`src/rtl/busdec_pkg.sv`:
```
package busdec_pkg;

    // Top-level regions chosen by the three highest address bits
    typedef enum logic [2:0] {
        RG_RAM0   = 3'd0,
        RG_RAM1   = 3'd1,
        RG_SHARED = 3'd2,
        RG_PERIPH = 3'd3,
        RG_PROM   = 3'd4
    } region_e;

    localparam int unsigned RAM_BANKS   = 2;
    localparam logic [2:0]  SHARED_CODE = 3'b010;
    localparam logic [2:0]  PERIPH_CODE = 3'b011;

    // Reserved serial-controller register indices
    localparam logic [3:0] RSV_RD_A = 4'h2;
    localparam logic [3:0] RSV_RD_B = 4'hA;
    localparam logic [3:0] RSV_RW   = 4'hC;

    typedef struct packed {
        logic                 prom;
        logic [RAM_BANKS-1:0] ram;
        logic                 shared;
    } mem_hit_t;

    function automatic region_e region_of(input logic [2:0] top3);
        if (top3[2]) return RG_PROM;
        case (top3[1:0])
            2'b00:   return RG_RAM0;
            2'b01:   return RG_RAM1;
            2'b10:   return RG_SHARED;
            default: return RG_PERIPH;
        endcase
    endfunction

    function automatic logic reg_reserved(input logic [3:0] idx, input logic is_read);
        if (is_read) return (idx == RSV_RD_A) || (idx == RSV_RD_B) || (idx == RSV_RW);
        return idx == RSV_RW;
    endfunction

endpackage

```
`src/rtl/busdec_strobe.sv`:
```
module busdec_strobe (
    input  logic rnw,
    input  logic e,
    output logic rd_n,
    output logic wr_n
);
    always_comb begin
        rd_n = ~(rnw & e);
        wr_n = ~(~rnw & e);
    end
endmodule

```
`src/rtl/busdec_mem_dec.sv`:
```
module busdec_mem_dec
    import busdec_pkg::*;
(
    input  logic [2:0] top3,
    output mem_hit_t   hit
);
    // Each hit is one compare on the raw address bits
    always_comb begin
        hit.prom   = top3[2];
        hit.shared = (top3 == SHARED_CODE);
    end

    for (genvar k = 0; k < RAM_BANKS; k++) begin : g_ram
        always_comb hit.ram[k] = (top3 == 3'(k));
    end
endmodule

```
`src/rtl/busdec_per_dec.sv`:
```
module busdec_per_dec
    import busdec_pkg::*;
#(
    parameter int unsigned PER_SLOTS = 4,
    localparam int unsigned SUB_W    = $clog2(PER_SLOTS)
) (
    input  logic [2:0]           top3,
    input  logic [SUB_W-1:0]     sub,
    output logic [PER_SLOTS-1:0] slot_hit
);
    // Region and slot bits are compared together: no cascaded decode
    for (genvar k = 0; k < PER_SLOTS; k++) begin : g_slot
        always_comb slot_hit[k] = ({top3, sub} == {PERIPH_CODE, SUB_W'(k)});
    end
endmodule

```
`src/rtl/busdec_guard.sv`:
```
module busdec_guard
    import busdec_pkg::*;
#(
    parameter int unsigned DATA_W = 8,
    parameter int unsigned REG_W  = 4
) (
    input  logic              clk,
    input  logic              rst,
    input  logic              serial_hit,
    input  logic [REG_W-1:0]  reg_idx,
    input  logic              rnw,
    input  logic              e,
    input  logic [DATA_W-1:0] dev_rdata,
    output logic              blocked,
    output logic [DATA_W-1:0] cpu_rdata,
    output logic              fault
);
    logic blocked_act;
    logic prev_q;
    logic fault_q;

    always_comb begin
        blocked     = serial_hit && reg_reserved(4'(reg_idx), rnw);
        blocked_act = blocked && e;
        cpu_rdata   = (blocked && rnw) ? '1 : dev_rdata;
        fault       = fault_q;
    end

    always_ff @(posedge clk) begin
        if (rst) begin
            prev_q  <= 1'b0;
            fault_q <= 1'b0;
        end else begin
            prev_q  <= blocked_act;
            fault_q <= blocked_act && !prev_q;
        end
    end
endmodule

```
`src/rtl/busdec_top.sv`:
```
module busdec_top
    import busdec_pkg::*;
#(
    parameter int unsigned ADDR_W    = 16,
    parameter int unsigned DATA_W    = 8,
    parameter int unsigned PER_SLOTS = 4,
    parameter int unsigned REG_W     = 4,
    localparam int unsigned SUB_W    = $clog2(PER_SLOTS)
) (
    input  logic                 clk,
    input  logic                 rst,
    input  logic [ADDR_W-1:0]    addr,
    input  logic                 rnw,
    input  logic                 e,
    input  logic [DATA_W-1:0]    dev_rdata,
    output logic                 rd_n,
    output logic                 wr_n,
    output logic                 prom_sel_n,
    output logic [1:0]           ram_sel_n,
    output logic                 shared_req,
    output logic [PER_SLOTS-1:0] per_sel_n,
    output logic [DATA_W-1:0]    cpu_rdata,
    output logic                 rsv_fault
);
    logic [2:0]           top3;
    logic [SUB_W-1:0]     sub;
    logic [REG_W-1:0]     reg_idx;
    mem_hit_t             mhit;
    logic [PER_SLOTS-1:0] slot_hit;
    logic                 blocked;

    always_comb begin
        top3    = addr[ADDR_W-1 -: 3];
        sub     = addr[ADDR_W-4 -: SUB_W];
        reg_idx = addr[REG_W-1:0];
    end

    busdec_strobe u_strobe (
        .rnw (rnw),
        .e   (e),
        .rd_n(rd_n),
        .wr_n(wr_n)
    );

    busdec_mem_dec u_mem (
        .top3(top3),
        .hit (mhit)
    );

    busdec_per_dec #(.PER_SLOTS(PER_SLOTS)) u_per (
        .top3    (top3),
        .sub     (sub),
        .slot_hit(slot_hit)
    );

    busdec_guard #(.DATA_W(DATA_W), .REG_W(REG_W)) u_guard (
        .clk       (clk),
        .rst       (rst),
        .serial_hit(slot_hit[0]),
        .reg_idx   (reg_idx),
        .rnw       (rnw),
        .e         (e),
        .dev_rdata (dev_rdata),
        .blocked   (blocked),
        .cpu_rdata (cpu_rdata),
        .fault     (rsv_fault)
    );

    always_comb begin
        prom_sel_n = ~mhit.prom;
        ram_sel_n  = ~mhit.ram;
        shared_req = mhit.shared;
    end

    for (genvar k = 0; k < PER_SLOTS; k++) begin : g_per_out
        if (k == 0) begin : g_serial
            always_comb per_sel_n[k] = ~(slot_hit[k] && !blocked);
        end else begin : g_plain
            always_comb per_sel_n[k] = ~slot_hit[k];
        end
    end
endmodule

```
`config.mk`:
```
export PLATFORM = sky130hd
export DESIGN_NAME = busdec_top
export DESIGN_NICKNAME = d
export VERILOG_FILES = /design/src/rtl/busdec_pkg.sv /design/src/rtl/busdec_strobe.sv /design/src/rtl/busdec_mem_dec.sv /design/src/rtl/busdec_per_dec.sv /design/src/rtl/busdec_guard.sv /design/src/rtl/busdec_top.sv
export SDC_FILE = /design/constraint.sdc
export NUM_CORES = 1
export LEC_CHECK = 0
export ABC_AREA = 1
export BUFFER_PORTS_ARGS = -buffer_cell sky130_fd_sc_hd__clkbuf_2
export CAP_MARGIN = 5
export CORE_AREA = 2 2 39 41
export CTS_CLUSTER_SIZE = 25
export DETAILED_ROUTE_END_ITERATION = 7
export DIE_AREA = 0 0 41 43
export PLACE_DENSITY_LB_ADDON = 0.3
export SLEW_MARGIN = 5
export SYNTH_ARGS = -nofsm -noshare
export SYNTH_HDL_FRONTEND = slang
export SYNTH_SLANG_ARGS = --single-unit
```
`constraint.sdc`:
```
create_clock -name clk -period 1.34 [get_ports clk]
set_clock_uncertainty 0.2 [all_clocks]
set_input_delay 0.067 -clock clk [delete_from_list [all_inputs] [get_ports clk]]
set_output_delay 0.067 -clock clk [all_outputs]
set_load 0.01 [all_outputs]
```
==> impl_metrics.csv <==
group,metric,value,unit
routing,drt_iter0_drc,2,
routing,vias_per_cell,3.95,
clock_network,ctsHtreeMaxLevel,1,
sta,slew_violations,0,
final_layout,regArea,40.0,um2
final_layout,multi_input_area,160,um2
routing,remaining_drc_errors,0,
critical_path,critPathMaxFanout,8,
clock_network,cts_tree,"done",
clock_network,clk_path_buf_depth,2,
flow_run,timing.max_cap.violations,0,
grt,grt_overflow,0,
critical_path,r2r_end,"u_guard.fault",
routing,vias,431,
grt,grtUsageTotal,10.3,%
critical_path,criticalPathCategory,"primary input to primary output",
final_layout,area.growth.synth_to_final,105,%
synthesis,synth_seq_cells,2,
floorplan,die_x,41,um
power_and_ir_drop,cellPowerDensity,590,mW/mm2
grt,antenna_found_initial,0,
final_layout,fill_cells,159,
routing,wl_per_cell,6.89,um
placed_design,dpl.hpwl,669,um
critical_path,reg2reg_setup_slack,0.70,ns
placed_design,place_area,465,um2
critical_path,worst_ep_required_time,1.07,ns
final_layout,layout-drive-gt1-share,50.5,%
routing,antenna_left,0,
placed_design,gp_congestion,0.647,
grt,grt_pass1_vias,373,
synthesis,ys_warn_count,0,
synthesis,synth.distinct_cells,14,
sta,rsz0062_at_grt,"no",
synthesis,syn_area,250,um2
worst_hold_path,hold_path_end,"u_guard.fault",
placed_design,place.port_buffers,39,
sta,tns,0,ns
sta,fin_worst_hold_slack,0.00695,ns
floorplan,rows,14,
final_layout,antenna_cells,0,
clock_network,cts_buffers,3,
sta,timing.final.crit_share,89.9,%
floorplan,ios,47,
critical_path,startpoint_type,"primary input",
routing,routed_wl,751,um
sta,setup_violations,0,
routing,dr.pass1.iters,3,
floorplan,start_util,18.1,%
final_layout,fin_nets,123,
synthesis,syn_nets,78,
clock_network,clock-root-buffer,"clkbuf_4",
sta,min_period,1.20,ns
power_and_ir_drop,total_power,0.302,mW
grt,grt_max_degree,9,
critical_path,crit_path_end_kind,"primary output",
synthesis,synthCells,50,
worst_hold_path,hold_start,"e",
worst_hold_path,hold_path_depth,5,
status,outcome,"complete, no violations",
power_and_ir_drop,irDropWorstVdd,0.233,mV
grt,grt_pass1_wl,1280,um
floorplan,core_area,0.00138,mm2
sta,tightest_slew,0.242,ns
clock_network,insertion_delay,0.22,ns
critical_path,regToRegStartpoint,"u_guard.prev_q",
clock_network,cts_num_sinks,2,
critical_path,r2r_cells,1,
floorplan,die-area,0.00176,mm2
power_and_ir_drop,leakage,0.365,nW
sta,slew_headroom,83.8,%
final_layout,stdcell_area,512,um2
critical_path,cp.arrival,0.94,ns
synthesis,yosysSeqAreaShare,16.0,%
synthesis,synth.avg_cell_area,5.00,um2
sta,hold_viol,0,
clock_network,clk_pin_slew,0.03,ns
sta,max_freq,830,MHz
floorplan,die_y,43,um
worst_hold_path,hold_path.class,"primary input to register",
final_layout,fin_util,37.0,%
-- sequential cells by signal, summed over array words and instances (netlist names) --
| signal | flops |
|---|---|
| u_guard.fault | 1 |
| u_guard.prev_q | 1 |
-- cells in the final DEF, fill, tap and decap left out --
cell            n
a21oi_1         1
clkbuf_4        3
nor2_1          5
nand4_1         2
clkbuf_2       39
o21ai_0         1
nand2_1        14
nand2_2         1
nor3_1          1
nor3_4          1
dlygate4sd3_1   1
nand3_4         1
or2_2           1
nand3_1         3
dfxtp_1         2
inv_2           1
inv_1          16
-- how the worst max path moves through the flow --
stage,startpoint,to
floorplan,addr[15],cpu_rdata[0]
global placement,addr[15],cpu_rdata[6]
detailed placement,addr[15],cpu_rdata[7]
CTS,addr[15],cpu_rdata[7]
global route,rnw,cpu_rdata[6]
finish,rnw,cpu_rdata[7]
-- per-layer routing --
metal / vias to the layer above / GRT usage, % / wire length (um)
met5: - / 0 / 0
met4: 0 / 6.00 / 0
met3: 0 / 4.19 / 95
met2: 24 / 15.9 / 350
met1: 175 / 11.1 / 305
li1: 232 / - / -
-- synthesized netlist by cell type --
master	count	area share, %
nand3_2	1	4.0
nor2_1	5	7.5
nand2_1	14	21
nor3_1	1	2.0
dfxtp_1	2	16
or2_2	1	2.5
o21ai_0	1	2.0
inv_1	16	24
nand3_1	3	6.0
a21oi_1	1	2.0
nand4_1	2	5.0
inv_2	1	1.5
nor3_2	1	4.0
nand2_2	1	2.5
-- power by group --
group          internal, mW  switching (mW)  total (mW)
clock network        0.0987          0.0334       0.132
registers            0.0601       0.0000217      0.0601
logic                0.0514          0.0582       0.110
total                 0.210          0.0917       0.302
-- cell type report --
| class | instances | share of cell area, % |
|---|---|---|
| repair buffers | 40 | 40.1 |
| multi-input cells | 31 | 31.3 |
| inverters | 17 | 12.5 |
| flip-flops and latches | 2 | 7.82 |
| clock buffers | 3 | 4.40 |
| well taps | 16 | 3.91 |
-- repair_timing --
action	CTS	global route
hold buffers	1	0
endpoints found under the hold margin	2	0
resized for setup	0	2
buffers inserted	0	0
endpoints found under the setup margin	0	4
-- through the flow --
step,worst slack [ns],std cells
floorplan,0.394,50
global placement,0.126,105
detailed placement,0.0961,105
CTS,0.0952,109
global route,0.0255,109
finish,0.135,109
-- critical path, stage by stage --
cell,delay (ns)
clkbuf_2,0.13
nand2_1,0.06
nand2_1,0.05
nand2_1,0.06
nor2_1,0.21
nand3_4,0.15
nand2_1,0.09
clkbuf_2,0.13
-- kinds of logic after synthesis --
group                  count (synthesis)  share of synthesized area, %
AO/OA/AOI/OAI                          2                          4.00
buffers and inverters                 17                          25.5
flip-flops                             2                          16.0
AND/OR/NAND/NOR                       29                          54.5
No activity file was read; power rests on OpenSTA's default activity.
